--- config.mk ---
export PLATFORM = sky130hd
export DESIGN_NAME = opdec_unit
export DESIGN_NICKNAME = d
export VERILOG_FILES = /design/src/rtl/opdec_pkg.sv /design/src/rtl/opdec_classify.sv /design/src/rtl/opdec_addr.sv /design/src/rtl/opdec_unit.sv
export SDC_FILE = /design/constraint.sdc
export NUM_CORES = 1
export LEC_CHECK = 0
export BUFFER_PORTS_ARGS = -buffer_cell sky130_fd_sc_hd__buf_2
export CORE_MARGIN = 4
export CORE_UTILIZATION = 40
export CTS_CLUSTER_DIAMETER = 30
export DETAILED_ROUTE_END_ITERATION = 10
export GPL_ROUTABILITY_DRIVEN = 0
export HOLD_SLACK_MARGIN = 0.05
export PLACE_DENSITY = 0.67
export SLEW_MARGIN = 5
export SYNTH_ARGS = -nofsm -noshare
export SYNTH_HDL_FRONTEND = slang
export SYNTH_HIERARCHICAL = 1
export SYNTH_SLANG_ARGS = --single-unit
--- constraint.sdc ---
create_clock -name clk -period 1.5 [get_ports clk]
set_input_delay 0.3 -clock clk [delete_from_list [all_inputs] [get_ports clk]]
set_output_delay 0.3 -clock clk [all_outputs]
set_load 0.005 [all_outputs]
--- src/rtl/opdec_pkg.sv ---
package opdec_pkg;
  localparam int CODE_W = 6;
  localparam int SLIT_W = 5;

  typedef enum logic [2:0] {
    K_REG  = 3'd0,
    K_MEM  = 3'd1,
    K_SP   = 3'd2,
    K_PC   = 3'd3,
    K_OVF  = 3'd4,
    K_LIT  = 3'd5,
    K_NONE = 3'd6
  } opk_e;

  typedef enum logic [1:0] {SP_HOLD, SP_INC, SP_DEC} spop_e;

  typedef enum logic [2:0] {
    A_ZERO, A_REGIDX, A_REG, A_EXT_REG, A_SP, A_SP_DEC, A_EXT
  } asrc_e;

  typedef enum logic [1:0] {L_ZERO, L_SHORT, L_EXT} lsrc_e;
endpackage

--- src/rtl/opdec_classify.sv ---
module opdec_classify
  import opdec_pkg::*;
(
  input  logic [CODE_W-1:0] code,
  input  logic              skip,
  input  logic              dest,
  output opk_e              kind,
  output spop_e             spop,
  output asrc_e             asrc,
  output lsrc_e             lsrc,
  output logic              ext_used,
  output logic              wr_ignore
);
  always_comb begin
    kind     = K_NONE;
    spop     = SP_HOLD;
    asrc     = A_ZERO;
    lsrc     = L_ZERO;
    ext_used = 1'b0;
    if (code[5]) begin
      kind = K_LIT;
      lsrc = L_SHORT;
    end else begin
      case (code[4:3])
        2'd0: begin kind = K_REG; asrc = A_REGIDX; end
        2'd1: begin kind = K_MEM; asrc = A_REG; end
        2'd2: begin kind = K_MEM; asrc = A_EXT_REG; ext_used = 1'b1; end
        default: begin
          case (code[2:0])
            3'd0: begin kind = K_MEM; asrc = A_SP; spop = SP_INC; end
            3'd1: begin kind = K_MEM; asrc = A_SP; end
            3'd2: begin kind = K_MEM; asrc = A_SP_DEC; spop = SP_DEC; end
            3'd3: kind = K_SP;
            3'd4: kind = K_PC;
            3'd5: kind = K_OVF;
            3'd6: begin kind = K_MEM; asrc = A_EXT; ext_used = 1'b1; end
            default: begin kind = K_LIT; lsrc = L_EXT; ext_used = 1'b1; end
          endcase
        end
      endcase
    end
    // stepping over: only the PC advance survives
    if (skip) begin
      kind = K_NONE;
      spop = SP_HOLD;
      asrc = A_ZERO;
      lsrc = L_ZERO;
    end
    wr_ignore = dest && (kind == K_LIT);
  end
endmodule

--- src/rtl/opdec_addr.sv ---
module opdec_addr
  import opdec_pkg::*;
#(
  parameter int WORD_W = 16,
  parameter int NREG   = 8,
  localparam int RIDX_W = $clog2(NREG)
) (
  input  logic [RIDX_W-1:0]      ridx,
  input  logic [SLIT_W-1:0]      slit,
  input  logic [NREG*WORD_W-1:0] regs,
  input  logic [WORD_W-1:0]      sp,
  input  logic [WORD_W-1:0]      pc,
  input  logic [WORD_W-1:0]      ext,
  input  spop_e                  spop,
  input  asrc_e                  asrc,
  input  lsrc_e                  lsrc,
  input  logic                   ext_used,
  output logic [WORD_W-1:0]      addr,
  output logic [WORD_W-1:0]      lit,
  output logic [WORD_W-1:0]      new_sp,
  output logic [WORD_W-1:0]      new_pc
);
  logic [WORD_W-1:0] reg_arr [NREG];
  logic [WORD_W-1:0] reg_val;
  logic [WORD_W-1:0] sp_dec;

  for (genvar g = 0; g < NREG; g++) begin : g_unpack
    assign reg_arr[g] = regs[g*WORD_W +: WORD_W];
  end

  assign reg_val = reg_arr[ridx];
  assign sp_dec  = sp - WORD_W'(1);

  always_comb begin
    case (asrc)
      A_REGIDX:  addr = WORD_W'(ridx);
      A_REG:     addr = reg_val;
      A_EXT_REG: addr = ext + reg_val;
      A_SP:      addr = sp;
      A_SP_DEC:  addr = sp_dec;
      A_EXT:     addr = ext;
      default:   addr = '0;
    endcase
    case (lsrc)
      L_SHORT: lit = WORD_W'(slit);
      L_EXT:   lit = ext;
      default: lit = '0;
    endcase
    case (spop)
      SP_INC:  new_sp = sp + WORD_W'(1);
      SP_DEC:  new_sp = sp_dec;
      default: new_sp = sp;
    endcase
    new_pc = pc + WORD_W'(ext_used);
  end
endmodule

--- src/rtl/opdec_unit.sv ---
module opdec_unit
  import opdec_pkg::*;
#(
  parameter int WORD_W = 16,
  parameter int NREG   = 8
) (
  input  logic                   clk,
  input  logic                   rst_n,
  input  logic                   in_valid,
  output logic                   in_ready,
  input  logic [5:0]             in_code,
  input  logic                   in_skip,
  input  logic                   in_dest,
  input  logic [NREG*WORD_W-1:0] in_regs,
  input  logic [WORD_W-1:0]      in_sp,
  input  logic [WORD_W-1:0]      in_pc,
  input  logic [WORD_W-1:0]      in_ext,
  output logic                   out_valid,
  input  logic                   out_ready,
  output logic [2:0]             out_kind,
  output logic [WORD_W-1:0]      out_addr,
  output logic [WORD_W-1:0]      out_lit,
  output logic                   out_ext_used,
  output logic                   out_wr_ignore,
  output logic [WORD_W-1:0]      out_new_sp,
  output logic [WORD_W-1:0]      out_new_pc
);
  localparam int RIDX_W = $clog2(NREG);

  opk_e              c_kind;
  spop_e             c_spop;
  asrc_e             c_asrc;
  lsrc_e             c_lsrc;
  logic              c_ext, c_wri;
  logic [WORD_W-1:0] c_addr, c_lit, c_sp, c_pc;
  logic              fire;

  opdec_classify u_cls (
    .code(in_code), .skip(in_skip), .dest(in_dest),
    .kind(c_kind), .spop(c_spop), .asrc(c_asrc), .lsrc(c_lsrc),
    .ext_used(c_ext), .wr_ignore(c_wri)
  );

  opdec_addr #(.WORD_W(WORD_W), .NREG(NREG)) u_addr (
    .ridx(in_code[RIDX_W-1:0]), .slit(in_code[SLIT_W-1:0]),
    .regs(in_regs), .sp(in_sp), .pc(in_pc), .ext(in_ext),
    .spop(c_spop), .asrc(c_asrc), .lsrc(c_lsrc), .ext_used(c_ext),
    .addr(c_addr), .lit(c_lit), .new_sp(c_sp), .new_pc(c_pc)
  );

  assign in_ready = !out_valid || out_ready;
  assign fire     = in_valid && in_ready;

  always_ff @(posedge clk or negedge rst_n) begin
    if (!rst_n) begin
      out_valid     <= 1'b0;
      out_kind      <= '0;
      out_addr      <= '0;
      out_lit       <= '0;
      out_ext_used  <= 1'b0;
      out_wr_ignore <= 1'b0;
      out_new_sp    <= '0;
      out_new_pc    <= '0;
    end else begin
      if (in_ready) out_valid <= in_valid;
      if (fire) begin
        out_kind      <= c_kind;
        out_addr      <= c_addr;
        out_lit       <= c_lit;
        out_ext_used  <= c_ext;
        out_wr_ignore <= c_wri;
        out_new_sp    <= c_sp;
        out_new_pc    <= c_pc;
      end
    end
  end

  // a stalled result does not move
  a_r11_hold_stable: assert property (@(posedge clk) disable iff (!rst_n)
    (out_valid && !out_ready) |=> (out_valid && $stable(out_kind) && $stable(out_addr)
      && $stable(out_lit) && $stable(out_new_sp) && $stable(out_new_pc)));

  // skip describes no access and leaves SP alone
  a_r9_skip_quiet: assert property (@(posedge clk) disable iff (!rst_n)
    (fire && in_skip) |=> (out_kind == 3'(K_NONE) && out_new_sp == $past(in_sp)
      && !out_wr_ignore));

  // short literal equals the low five code bits
  a_r7_short_lit: assert property (@(posedge clk) disable iff (!rst_n)
    (fire && in_code[5] && !in_skip) |=> (out_kind == 3'(K_LIT)
      && out_lit == WORD_W'($past(in_code[4:0])) && !out_ext_used));

  // write-ignore only ever accompanies a literal
  a_r8_ignore_lit: assert property (@(posedge clk) disable iff (!rst_n)
    (out_valid && out_wr_ignore) |-> (out_kind == 3'(K_LIT)));

  // extension codes advance PC by one
  a_r6_ext_pc: assert property (@(posedge clk) disable iff (!rst_n)
    (fire && (in_code == 6'h1E || in_code == 6'h1F || in_code[5:3] == 3'b010))
      |=> (out_ext_used && out_new_pc == $past(in_pc) + WORD_W'(1)));

  // peek reads SP and keeps it
  a_r4_peek: assert property (@(posedge clk) disable iff (!rst_n)
    (fire && in_code == 6'h19 && !in_skip)
      |=> (out_addr == $past(in_sp) && out_new_sp == $past(in_sp)));
endmodule

Word level (Yosys, flattened, before mapping)
Index checks and enable logic that the tools add are counted.
Widths: inputs -> output; s select.
{"block": "word_totals", "register_bits": 70, "latch_bits": 0, "ram_bits": 0, "mem_bits_ro": 0, "in_bits": 188, "output_inout_bits": 71, "wordCells": 71, "mem_count": 0}
{"block": "op_classes", "addsub": 4, "mul": 0, "div_mod_pow": 0, "order_cmp": 1, "eq_ne": 19, "n_shift": 0, "muxes": 25, "bitwise_logic": 1, "n_reduce_logical": 13}
{"operator": "$pmux 16 s6", "count": 1}
{"operator": "$pmux 16 s2", "count": 2}
{"operator": "$bmux 16 s3", "count": 1}
{"operator": "$mux 16", "count": 2}
{"operator": "$eq 3x3->1 const B", "count": 7}
{"operator": "$pmux 3 s3", "count": 2}
{"operator": "$add 16x1->16", "count": 1}
{"operator": "$add 16x1->16 const B", "count": 1}
{"operator": "$add 16x16->16", "count": 1}
{"operator": "$sub 16x1->16 const B", "count": 1}
{"operator": "$mux 2", "count": 7}
{"operator": "$eq 3x2->1 const B", "count": 4}
{"operator": "$mux 3", "count": 4}
{"operator": "$pmux 3 s4", "count": 1}
{"operator": "$reduce_or 7->1", "count": 1}
{"operator": "$eq 2x1->1 const B", "count": 3}
{"operator": "$eq 2x2->1 const B", "count": 3}
{"operator": "$eq 3x1->1 const B", "count": 2}
{"operator": "$pmux 3 s2", "count": 1}
{"operator": "$reduce_or 2->1", "count": 3}
{"operator": "$reduce_or 6->1", "count": 1}
{"operator": "$ge 4x4->1 const B", "count": 1}
{"operator": "$not 3->4", "count": 1}
{"operator": "$pmux 2 s2", "count": 1}
{"operator": "other kinds (9)", "count": 11}

Depth between registers and ports, before layout
{"block": "depth", "word_depth": 8, "depth_mapped": 13, "depth_no_buf": 11}

Cells and area by module
The synthesis kept the hierarchy.
{"mod": "opdec_addr", "instances": 1, "cells_each": 481, "area_per_inst_um2": 3802.4, "seq_area_each_um2": 0.0}
{"mod": "opdec_unit", "instances": 1, "cells_each": 149, "area_per_inst_um2": 2645.0, "seq_area_each_um2": 1751.7}
{"mod": "opdec_classify", "instances": 1, "cells_each": 40, "area_per_inst_um2": 279.0, "seq_area_each_um2": 0.0}

Least setup slack after synthesis
OpenSTA, ideal clock, no wires.
{"block": "synth_path", "path_kind": "input -> register", "startpoint": "in in_code[1]", "endpoint": "reg out_addr[14]", "setup_time_ns": 0.125, "arrival_time_ns": 3.372, "required_ns": 1.375, "path_slack_ns": -1.996, "cell_stages": 13, "path_buffers": 2, "cell_sequence": "buf_2 > clkbuf_1 > mux4_2 > mux2_2 > ha_1 > fa_1 > a21oi_1 > o211ai_1 > a31oi_1 > o21ai_0 > a211oi_1 > o211ai_1 > mux2_2"}
{"block": "synth_between", "elab_chain_len": 8, "word_cells_on_any_way": 21, "cone_classes": "add/sub: 1; eq/ne: 9; mux: 8; bitwise: 1; reduce/logical: 2"}
{"element": "start, declared", "line": "opdec_unit.sv:11", "rtl": "input logic [5:0] in_code,"}
{"element": "branches (longest 7 deep; another with $add 16x16->16)"}
{"element": "$pmux 16 s6 (*)", "line": "opdec_addr.sv:35", "rtl": "case (asrc)"}
{"element": "via c_addr[14]", "line": "opdec_unit.sv:35", "rtl": "logic [WORD_W-1:0] c_addr, c_lit, c_sp, c_pc;"}
{"element": "end signal, assigned", "line": "opdec_unit.sv:68", "rtl": "out_addr <= c_addr;"}
{"element": "end, declared", "line": "opdec_unit.sv:21", "rtl": "output logic [WORD_W-1:0] out_addr,"}
Mark *: on every way through the listed nets, which the timed path passes. The select of a mux whose other input is x is not followed.
A chain may end at the register's enable or synchronous reset.

Final worst setup path
{"block": "layout_path", "startpoint": "in in_code[0]", "endpoint": "reg out_addr[14]"}
The elaborated chain is that of the path after synthesis.

==> results.json <==
{
  "outcome": "finished with violations",
  "violations": "negative setup slack",
  "cp.required_ns": 1.73,
  "clk_latency_ns": 0.34,
  "ir_drop_mv": 0.591,
  "grt_setup_unrepaired": "yes",
  "tightest_slew_ns": 0.408,
  "ys_seq_elements": 70,
  "grt_overflow_total": 0,
  "crit_type": "primary input to register",
  "syn_to_final_growth_pct": 70.9,
  "post-route-min-period_ns": 2.79,
  "clock_sinks": 70,
  "routed_via_density": 5.51,
  "yosys_warnings": 6,
  "hold_path.class": "primary input to register",
  "arrival_ns": 3.03,
  "portBuffers": 258,
  "critPathLaunch": "in_code[0]",
  "tns_ns": -30.70,
  "period_share": 1.86,
  "drive_gt1_frac": 0.692,
  "p_leak_nw": 5.35,
  "grt_pass1_wl_um": 38900,
  "async_reset_ff_frac": 1.00,
  "synth_xor_area_frac": 0.0547,
  "synthesis.nets": 885,
  "gr-usage-all-layers": 0.265,
  "pin_count": 259,
  "cts_tree": "yes",
  "dieHeight_um": 138,
  "regArea_mm2": 0.00175,
  "rows": 47,
  "swShare": 0.327,
  "syn_inst": 670,
  "start_util": 0.407,
  "maxSlewViolCount": 0,
  "ys_seq_area_frac": 0.260,
  "final_nets": 1318,
  "grt_pass1_vias": 7470,
  "drtAntennaViolNets": 0,
  "design_area_mm2": 0.0115,
  "muxShareOfSynthArea": 0.293,
  "comb_power_share": 0.429,
  "slew_headroom": 0.728,
  "synthSimpleGateAreaFrac": 0.143,
  "drcViolationCount": 0,
  "synth_edf_count": 0,
  "p_int_mw": 5.25,
  "path_clk_slew_ns": 0.07,
  "synth_compound_area_frac": 0.142,
  "synth_top_area_share": 0.260,
  "skew_ns": 0.00767,
  "synth_top_family_by_area": "multiplexers",
  "fin_util": 0.696,
  "setup_ws_ns": -1.29,
  "synth_area_per_cell_um2": 10.0,
  "grt_max_degree": 71,
  "crit_fanout": 6,
  "cap_violations": 0,
  "min-delay-start": "in_valid",
  "die_w_um": 138,
  "fillers": 1211,
  "wl_per_cell_um": 19.7,
  "root_buffer": "clkbuf_16",
  "die_area_mm2": 0.0190,
  "yosys.area.top_type": "dfrtp_1",
  "cts_buffers": 9,
  "clkPwrFrac": 0.289,
  "dpl_cell_area_mm2": 0.00976,
  "antenna_found_initial": 1,
  "num_vias": 7317,
  "wl_um": 26100,
  "firstDrtPassIters": 5,
  "htree_num_levels": 3,
  "core-area_mm2": 0.0165,
  "synth.cell_area_mm2": 0.00673,
  "p_switching_mw": 2.55,
  "power_frac_seq": 0.282,
  "final_common_cell": "buf_2",
  "powerDensity_mw_per_mm2": 679,
  "endpoint_kind": "register",
  "start_kind": "primary input",
  "yosysUniqueCellTypes": 72,
  "fmax_mhz": 358,
  "yosys-top-cells-area": "dfrtp_1, mux2_2, mux4_2",
  "hold_viol": 0,
  "first_iter_violations": 497,
  "dp_hpwl_um": 19800,
  "ys.flop_type": "dfrtp_1",
  "whs_ns": 0.199,
  "synth-adder-area-share": 0.0513,
  "clock_path_buffers": 2,
  "finalSetupViolCount": 64,
  "rr_startpoint": "out_valid",
  "layout_common_cells": "buf_2, buf_4, dfrtp_1",
  "multi_input_area_mm2": 0.00573
}
what timing repair did:
| item | in CTS | in global routing |
|---|---|---|
| gates cloned | 6 | 0 |
| pin swaps | 68 | 52 |
| hold buffers | 1 | 0 |
| gates resized for setup | 171 | 72 |
| endpoints found under the setup margin | 64 | 66 |
| setup buffers | 31 | 21 |
| endpoints found under the hold margin | 70 | 0 |
kinds of logic after synthesis:
kind of cell,count (synthesis)
xor+xnor,42
buf+inv,70
mux,136
simple gates,179
flops,70
fa+ha+maj,27
compound gates,146
stage by stage:
stage | power [mW] | std cells | setup WS [ns]
2_1_floorplan | 3.70 | 670 | -1.65
6_report | 7.81 | 1329 | -1.29
4_1_cts | 7.65 | 1318 | -1.24
3_3_place_gp | 4.90 | 1264 | -1.84
5_1_grt | 8.15 | 1329 | -1.39
3_5_place_dp | 4.95 | 1264 | -1.91
sequential cells by signal, indices dropped and copies added, names as in the netlist:
name / count
out_lit: 16
out_kind: 3
out_valid: 1
out_addr: 16
out_new_sp: 16
out_new_pc: 16
out_ext_used: 1
out_wr_ignore: 1
layer usage:
| layer | track usage | up-vias | share of wire |
|---|---|---|---|
| met5 | 0 | - | 0 |
| met1 | 0.315 | 3569 | 0.39 |
| met4 | 0.0820 | 0 | 0.030 |
| met3 | 0.0358 | 58 | 0.064 |
| met2 | 0.490 | 315 | 0.52 |
| li1 | - | 3375 | - |
final cells by class:
class	count	share of cell area
Antenna cell	1	0.000218
Clock buffer	9	0.0196
Clock inverter	7	0.00708
Inverter	19	0.00762
Multi-Input combinational cell	530	0.499
Sequential cell	70	0.152
Tap cell	220	0.0239
Timing Repair Buffer	472	0.290
Timing Repair inverter	1	0.000762
power by group through the flow:
stage	sequential, mW	clock [mW]	combinational [mW]
final	2.20	2.26	3.35
after global routing	2.22	2.36	3.57
after CTS	2.20	2.28	3.17
after detailed placement	2.23	0	2.72
after global placement	2.23	0	2.67
after floorplan	2.24	0	1.47
final timing paths:
path,to,slack (ns),cells after the start
setup / recovery,out_addr[14],-1.29,14
min in group asynchronous,out_addr[11],0.50,3
hold reg to reg,out_new_pc[0],0.50,1
hold / removal,out_valid,0.20,2
setup reg to reg,out_new_sp[5],0.14,4
max in group asynchronous,out_new_pc[7],0.66,3
worst max-delay path, stage by stage:
cell and delay, ns:
buf_12 0.10, buf_12 0.12, buf_4 0.10, mux4_2 0.47, mux2_2 0.31, ha_4 0.18, buf_4 0.14, nor2_1 0.18
o211ai_1 0.20, a31oi_4 0.26, o21ai_2 0.10, a211oi_2 0.18, o211ai_1 0.10, mux2_4 0.27
synth_stat cells (all sizes together), types with 4 or more instances:
library cell / number
a21oi: 34
ha: 26
mux4: 32
o22ai: 8
o22a: 7
nor3: 13
nand2: 47
mux2i: 16
nand3: 17
and3: 8
dfrtp: 70
o21ai: 36
o211ai: 4
nor2: 46
and2: 13
nand2b: 8
buf: 25
or3: 4
nor4: 4
o31ai: 8
xnor2: 24
clkbuf: 26
a22oi: 13
nand4: 6
a211oi: 6
a31oi: 5
inv: 18
xor2: 18
mux2: 88
Power figures use the tool's default switching activity.
